===== config.mk =====
export PLATFORM = sky130hd
export DESIGN_NAME = trap_router
export DESIGN_NICKNAME = d
export VERILOG_FILES = /design/src/rtl/trap_pkg.sv /design/src/rtl/trap_mode_decode.sv /design/src/rtl/trap_path_select.sv /design/src/rtl/trap_vector_gen.sv /design/src/rtl/trap_router.sv
export SDC_FILE = /design/constraint.sdc
export NUM_CORES = 1
export LEC_CHECK = 0
export BUFFER_PORTS_ARGS = -buffer_cell sky130_fd_sc_hd__buf_2
export CAP_MARGIN = 20
export CORE_AREA = 2 2 113 115
export DETAILED_ROUTE_END_ITERATION = 8
export DIE_AREA = 0 0 115 117
export HOLD_SLACK_MARGIN = 0.12
export PLACE_DENSITY = 0.67
export SLEW_MARGIN = 20
export SYNTH_ARGS = -nofsm -noshare
export SYNTH_HDL_FRONTEND = slang
export SYNTH_SLANG_ARGS = --single-unit

===== constraint.sdc =====
create_clock -name clk -period 4 [get_ports clk]
set_input_delay 0.2 -clock clk [delete_from_list [all_inputs] [get_ports clk]]
set_output_delay 0.2 -clock clk [all_outputs]
set_load 0.03 [all_outputs]

===== src/rtl/trap_pkg.sv =====
package trap_pkg;
  typedef enum logic [1:0] {
    PATH_RED  = 2'd0,
    PATH_ERR  = 2'd1,
    PATH_HYP  = 2'd2,
    PATH_PRIV = 2'd3
  } path_e;

  typedef enum logic [1:0] {
    MODE_USER = 2'd0,
    MODE_PRIV = 2'd1,
    MODE_HYP  = 2'd2
  } mode_e;

  localparam int unsigned INSN_SHIFT = 5;
  localparam int unsigned VEC_OFF_W  = 14;
  localparam int unsigned RED_OFF_W  = 8;
  localparam int unsigned RED_TT     = 5;
  localparam int unsigned WDOG_TT    = 2;
  localparam int unsigned HYP_TT_MIN = 384;
  localparam int unsigned INSN_BYTES = 4;
endpackage


===== src/rtl/trap_mode_decode.sv =====
module trap_mode_decode
  import trap_pkg::*;
(
  input  logic       hpriv_bit,
  input  logic       priv_bit,
  input  logic [2:0] dest_map,
  output mode_e      cur_mode,
  output logic       dest_hyp
);
  always_comb begin
    if (hpriv_bit)     cur_mode = MODE_HYP;
    else if (priv_bit) cur_mode = MODE_PRIV;
    else               cur_mode = MODE_USER;
  end

  always_comb begin
    unique case (cur_mode)
      MODE_HYP:  dest_hyp = dest_map[2];
      MODE_PRIV: dest_hyp = dest_map[1];
      default:   dest_hyp = dest_map[0];
    endcase
  end
endmodule


===== src/rtl/trap_path_select.sv =====
module trap_path_select
  import trap_pkg::*;
#(
  parameter int unsigned TT_W    = 9,
  parameter int unsigned TL_W    = 3,
  parameter int unsigned MAX_TL  = 6,
  parameter int unsigned MAX_PTL = 2
) (
  input  logic [TT_W-1:0] tt_in,
  input  logic [TL_W-1:0] tl_in,
  input  logic            red_bit,
  input  logic            dest_hyp,
  output path_e           path,
  output logic [TT_W-1:0] eff_tt,
  output logic            tl_nonzero
);
  localparam logic [TL_W-1:0] TL_RED  = TL_W'(MAX_TL - 1);
  localparam logic [TL_W-1:0] TL_ERR  = TL_W'(MAX_TL);
  localparam logic [TL_W-1:0] TL_PMAX = TL_W'(MAX_PTL);
  localparam logic [TT_W-1:0] TT_HMIN = TT_W'(HYP_TT_MIN);

  logic go_red, go_err, go_wdog, go_hyp;

  assign go_red  = red_bit || (tl_in == TL_RED);
  assign go_err  = (tl_in >= TL_ERR);
  assign go_wdog = (tl_in > TL_PMAX) && !dest_hyp;
  assign go_hyp  = dest_hyp || (tt_in >= TT_HMIN);
  assign tl_nonzero = (tl_in != '0);

  always_comb begin
    path   = PATH_PRIV;
    eff_tt = tt_in;
    if (go_red) begin
      path   = PATH_RED;
      eff_tt = TT_W'(RED_TT);
    end else if (go_err) begin
      path   = PATH_ERR;
    end else if (go_wdog) begin
      path   = PATH_HYP;
      eff_tt = TT_W'(WDOG_TT);
    end else if (go_hyp) begin
      path   = PATH_HYP;
    end
  end
endmodule


===== src/rtl/trap_vector_gen.sv =====
module trap_vector_gen
  import trap_pkg::*;
#(
  parameter int unsigned TT_W     = 9,
  parameter int unsigned ADDR_W   = 64,
  parameter logic [63:0] RED_BASE = 64'h0000_00FF_F000_0000
) (
  input  path_e             path,
  input  logic [TT_W-1:0]   eff_tt,
  input  logic [ADDR_W-1:0] tba,
  input  logic [ADDR_W-1:0] htba,
  input  logic              tl_nonzero,
  output logic [ADDR_W-1:0] pc,
  output logic [ADDR_W-1:0] npc
);
  localparam logic [ADDR_W-1:0] OFF_MASK  = ADDR_W'((64'd1 << VEC_OFF_W) - 1);
  localparam logic [ADDR_W-1:0] PRIV_MASK = ADDR_W'((64'd1 << (VEC_OFF_W + 1)) - 1);
  localparam logic [ADDR_W-1:0] RED_MASK  = ADDR_W'((64'd1 << RED_OFF_W) - 1);
  localparam logic [ADDR_W-1:0] TL_BIT    = ADDR_W'(64'd1 << VEC_OFF_W);

  logic [ADDR_W-1:0] tt_shifted;
  logic [ADDR_W-1:0] hyp_vec, priv_vec, red_vec;

  assign tt_shifted = ADDR_W'(eff_tt) << INSN_SHIFT;
  assign hyp_vec  = (htba & ~OFF_MASK) | (tt_shifted & OFF_MASK);
  assign priv_vec = (tba & ~PRIV_MASK) | (tl_nonzero ? TL_BIT : '0)
                  | (tt_shifted & OFF_MASK);
  assign red_vec  = ADDR_W'(RED_BASE) | (tt_shifted & RED_MASK);

  always_comb begin
    unique case (path)
      PATH_RED: pc = red_vec;
      PATH_HYP: pc = hyp_vec;
      PATH_ERR: pc = '0;
      default:  pc = priv_vec;
    endcase
  end

  assign npc = pc + ADDR_W'(INSN_BYTES);
endmodule


===== src/rtl/trap_router.sv =====
module trap_router
  import trap_pkg::*;
#(
  parameter int unsigned TT_W     = 9,
  parameter int unsigned TL_W     = 3,
  parameter int unsigned ADDR_W   = 64,
  parameter int unsigned MAX_TL   = 6,
  parameter int unsigned MAX_PTL  = 2,
  parameter logic [63:0] RED_BASE = 64'h0000_00FF_F000_0000
) (
  input  logic              clk,
  input  logic              rst_n,
  input  logic              in_valid,
  output logic              in_ready,
  input  logic [TT_W-1:0]   trap_type,
  input  logic [TL_W-1:0]   trap_level,
  input  logic              pstate_priv,
  input  logic              hpstate_hpriv,
  input  logic              hpstate_red,
  input  logic [2:0]        target_map,
  input  logic [ADDR_W-1:0] tba,
  input  logic [ADDR_W-1:0] htba,
  output logic              out_valid,
  input  logic              out_ready,
  output logic [1:0]        out_path,
  output logic [TT_W-1:0]   out_tt,
  output logic [ADDR_W-1:0] out_pc,
  output logic [ADDR_W-1:0] out_npc
);
  mode_e             cur_mode;
  logic              dest_hyp;
  path_e             sel_path;
  logic [TT_W-1:0]   sel_tt;
  logic              tl_nonzero;
  logic [ADDR_W-1:0] vec_pc, vec_npc;
  logic              take;

  trap_mode_decode u_mode (
    .hpriv_bit (hpstate_hpriv),
    .priv_bit  (pstate_priv),
    .dest_map  (target_map),
    .cur_mode  (cur_mode),
    .dest_hyp  (dest_hyp)
  );

  trap_path_select #(
    .TT_W(TT_W), .TL_W(TL_W), .MAX_TL(MAX_TL), .MAX_PTL(MAX_PTL)
  ) u_sel (
    .tt_in      (trap_type),
    .tl_in      (trap_level),
    .red_bit    (hpstate_red),
    .dest_hyp   (dest_hyp),
    .path       (sel_path),
    .eff_tt     (sel_tt),
    .tl_nonzero (tl_nonzero)
  );

  trap_vector_gen #(
    .TT_W(TT_W), .ADDR_W(ADDR_W), .RED_BASE(RED_BASE)
  ) u_vec (
    .path       (sel_path),
    .eff_tt     (sel_tt),
    .tba        (tba),
    .htba       (htba),
    .tl_nonzero (tl_nonzero),
    .pc         (vec_pc),
    .npc        (vec_npc)
  );

  assign in_ready = !out_valid || out_ready;
  assign take     = in_valid && in_ready;

  always_ff @(posedge clk) begin
    if (!rst_n) begin
      out_valid <= 1'b0;
    end else if (take) begin
      out_valid <= 1'b1;
    end else if (out_ready) begin
      out_valid <= 1'b0;
    end
  end

  always_ff @(posedge clk) begin
    if (!rst_n) begin
      out_path <= '0;
      out_tt   <= '0;
      out_pc   <= '0;
      out_npc  <= '0;
    end else if (take) begin
      out_path <= sel_path;
      out_tt   <= sel_tt;
      out_pc   <= vec_pc;
      out_npc  <= vec_npc;
    end
  end
endmodule


After elaboration in Yosys (flattened, before gate mapping) --
Cells that the tools add are included. Widths: inputs -> output; s select.
Cells by class: $add $sub $neg 1, magnitude comparators 3, equal/unequal tests 5, mux-type cells 14, bitwise operators 3, reduce and logical (&&, ||, !) cells 10
Operators by type and width (count):
- $pmux 64 s3 | 1
- $or 64x14->64 | 2
- $add 64x3->64 const B | 1
- $or 64x64->64 | 1
- $mux 9 | 3
- $mux 15 | 1
- $ge 9x9->1 const B | 1
- $mux 2 | 4
- $eq 2x1->1 const B | 2
- $eq 2x2->1 const B | 2
- $mux 1 | 4
- $eq 3x3->1 const B | 1
- $ge 3x3->1 const B | 1
- $gt 3x2->1 const B | 1
- $logic_or 1x1->1 | 3
- $reduce_bool 3->1 | 1
- $logic_and 1x1->1 | 2
- $logic_not 1->1 | 2
- $logic_not 2->1 | 1
- $pmux 1 s2 | 1
- $reduce_bool 2->1 | 1
Word-level totals: flip-flop bits (word level) 140, logic and storage cells 41

Logic depth before layout (Yosys ltp) --
word-level depth 12, depth in mapped cells 8, mapped depth without buffers 5

Cells and area by module --
A second synthesis with hierarchy kept.
Second synthesis, totals: cell total of the unflattened synthesis 836, area total of the unflattened synthesis 7352.1 sq um
Modules (own cells, without submodules):
- trap_router | instances 1, cells an instance 608, area an instance 5570.3 sq um
- trap_vector_gen | instances 1, cells an instance 195, area an instance 1549.0 sq um
- trap_path_select | instances 1, cells an instance 28, area an instance 200.2 sq um
- trap_mode_decode | instances 1, cells an instance 5, area an instance 32.5 sq um

Least setup slack after synthesis --
No wires, ideal clock.
path type register -> register, from reg out_valid, to reg out_pc[7], arrival 1674 ps, data required time 3884 ps, path slack 2209 ps, stages on the path, launching flop included 6, buffers on the path 2, path through dfxtp_1 nand2b_1 and2_1 clkbuf_1 clkbuf_1 o211a_1
On the way: longest elaborated chain between the ends 3
Ends and longest elaborated chain:
- start, declared | line trap_router.sv:23 | output logic out_valid,
- start signal, assigned | line trap_router.sv:75 | out_valid <= 1'b0;
- start signal, assigned | line trap_router.sv:77 | out_valid <= 1'b1;
- start signal, assigned | line trap_router.sv:79 | out_valid <= 1'b0;
- $logic_not 1->1 | line trap_router.sv:70 | assign in_ready = !out_valid || out_ready;
- $logic_or 1x1->1 | line trap_router.sv:70
- via in_ready | line trap_router.sv:14 | output logic in_ready,
- $logic_and 1x1->1 | line trap_router.sv:71 | assign take = in_valid && in_ready;
- end signal, assigned | line trap_router.sv:92 | out_pc <= vec_pc;
- end, declared | line trap_router.sv:27 | output logic [ADDR_W-1:0] out_pc,
The timed path passes the listed nets, and every way through them passes these cells. A chain may end at the register's enable or synchronous reset.

Final worst setup path --
from reg out_valid, to reg out_pc[29]
On the way: longest elaborated chain between the ends 3
Ends and longest elaborated chain (line):
- $logic_not 1->1 | trap_router.sv:70
- $logic_or 1x1->1 | trap_router.sv:70
- $logic_and 1x1->1 | trap_router.sv:71
Every way passes these cells.

==> metrics.txt <==
vias=3,839; worst path arrival time=2.34 ns; met2 wire len=5.63 mm; Synth Area per Inst=8.55 µm²; clk_lat worst skew=0.32 ns; Setup crit end=out_pc[29]; Die Y=117 µm; GRT Util Overall=15.4%; initial antenna violation count=0; met1 WL=4.91 mm; CTS clock-pin slew for the worst setup and hold paths=around 0.060 ns; hold_buf cts=0; Slew Limit Fails=0; final worst path period share=52.4%; CP max FO=53; Post-route DRC=0; CP Class=reg -> reg; CTS tree=yes; Final setup viols=0; Die W=about 120 µm; Max Root-Sink Buffers=2; Critical Path RT=4.24 ns; Port Buffers=252; max-cap viol count=0; synthesized instance count=425; CTS resizes=0; Core ar.=about 12,000 µm²; I/O pins=291; crit path from=out_valid; die area=13,500 µm²; unrepaired setup endpoints after global routing=false; Yosys reg bits=72; dpl cells=roughly 730; post-route ant nets=0; startpoint types=flop; largest net degree at the start of global routing=73; Yosys cell types=36; Area Overhead vs Synth=31.8%; Post-layout nets=746; Setup TNS=0 ns; root buffer cell=clkbuf_16; nature of the critical path endpoint=flop; hold path cells=3; Max Clk Rate=477 MHz; commonest non-fill, non-tap cell in the layout=buf_2; effective utilization at floorplan=29.5%; worst r2r src=out_valid; Max Clock Skew=approximately 0.0061 ns; Post-CTS Setup Bufs=0; Cell Rows=41; most frequent cells in the layout=buf_2, dfxtp_1, o21ai_0, a32oi_1, a21oi_1; WL final=11.3 mm; Finished Layout Cells=750; first drt pass iteration count=6; dpl hpwl=8.50 mm; final hold vios=0; top layer reached by signal wires=met4; Static Leak=approximately 2.3 nW; Final Core Density=around two fifths; DR WL met3=670 µm; Hold WC Path Type=in -> reg; Num CTS Buffers=9; Slew headroom=between 20% and 30%; register area share after synthesis=between 30% and 40%; fraction of layout cells with a size suffix above 1=45.8%; status=finished clean; clk sink count=approximately 70; antenna cells=0; Syn. warnings=0; Worst-Margin Slew=around 1.1 ns; vias per inst=5.12; worst r2r dst=out_pc[29]; Detailed Route Iter0 Violations=~160; GPL Wtd Cong=~0.84; H-tree depth=3; drt wl/cell=15.1 µm; final worst-path setup slack=1.90 ns; Peak VDD IR=164 µV; global-route wire length before repair=16.4 mm; total congestion overflow=0; reg2reg setup slack=1.90 ns; Mapped Area=3630 µm²; worst r2r path cells=5; power per cell area=439 nW/µm²; Place WS=roughly 1.5 ns; Final Critical Period=2.10 ns; number of global-route vias before repair=3,283
[cells in the mapped netlist (all sizes together)]
library cell  number  area share [%]
and3               1            0.17
a22oi              1            0.21
nand3b             3            0.62
o211ai             2            0.41
mux2i              1            0.28
nor3               3            0.55
a221oi            10             2.4
clkbuf            31             3.2
o211a              4             1.1
a311oi             4            0.96
o21a               3            0.62
mux2               1            0.31
a211oi             2            0.41
o31ai              2            0.41
a222oi             1            0.28
a21oi             39             5.4
a31oi              1            0.17
inv                5            0.52
dfxtp             72              40
a21boi             8             1.7
nand3             10             1.4
nand2             14             1.4
o221ai             1            0.24
o21ai             57             7.8
a32oi             43              10
nor4               2            0.34
buf               75              15
nor2              13             1.3
conb               1            0.10
nor2b              7             1.2
nand2b             3            0.52
and2               5            0.86
[how the worst min path moves through the flow]
stage | to | startpoint
floorplan | out_valid | in_valid
global placement | out_npc[2] | out_npc[2]
detailed placement | out_npc[2] | out_npc[2]
CTS | out_pc[36] | tba[36]
global route | out_pc[31] | htba[31]
finish | out_pc[36] | htba[36]
[metrics by stage]
| step | hold WS [ns] | power, mW | instance area, µm² |
|---|---|---|---|
| 6_report | 0.145 | 2.10 | 4790 |
| 5_1_grt | 0.154 | 2.20 | 4790 |
| 4_1_cts | 0.129 | 2.13 | 4780 |
| 3_5_place_dp | 0.460 | 1.33 | 4500 |
| 3_3_place_gp | 0.453 | 1.33 | 4500 |
| 2_1_floorplan | 0.339 | 1.21 | 3660 |
[worst max-delay path, cell delays in order (launching register included)]
cell      delay (ns)
dfxtp_1         0.31
nand2b_1        0.18
and2_2          0.65
buf_4           0.51
o21ai_0         0.14
a211oi_1        0.20
[logic make-up (layout without fill, tap and decap cells)]
kind of cell	count (synthesis)	after routing	synth area share, %
AOI/OAI and AO/OA	178	178	32.5
buffers and inverters	111	278	18.8
DFF	72	72	39.7
muxes	2	2	0.585
other	1	9	0.103
and+or+nand+nor	61	61	8.43
[state kept, by name, summed over array words and instances, names as in the netlist]
register,count
out_pc,58
out_valid,1
out_npc,2
out_tt,9
out_path,2
[area by class of cell]
| type | count | area [µm²] |
|---|---|---|
| tap | 150 | 188 |
| multi-input combinational | 250 | 1550 |
| inverter | 5 | 18.8 |
| clock inverter | 4 | 45.0 |
| timing repair buffer | 258 | 1310 |
| sequential | 72 | 1440 |
| fill | 1282 | 7520 |
| clock buffer | 11 | 243 |
[metal layers]
layer  vias to the layer above  global-route usage, %
li1                       1850                      -
met1                      1810                   19.5
met2                       167                   26.5
met3                        12                   3.50
met4                         0                   4.58
met5                         -                      0
[power breakdown]
part / total [mW] / internal, mW / switching (mW)
Combinational: 0.518 / 0.158 / 0.360
Clock: 0.783 / 0.493 / 0.290
Sequential: 0.801 / 0.767 / 0.0335
No activity file was read; power rests on OpenSTA's default activity.
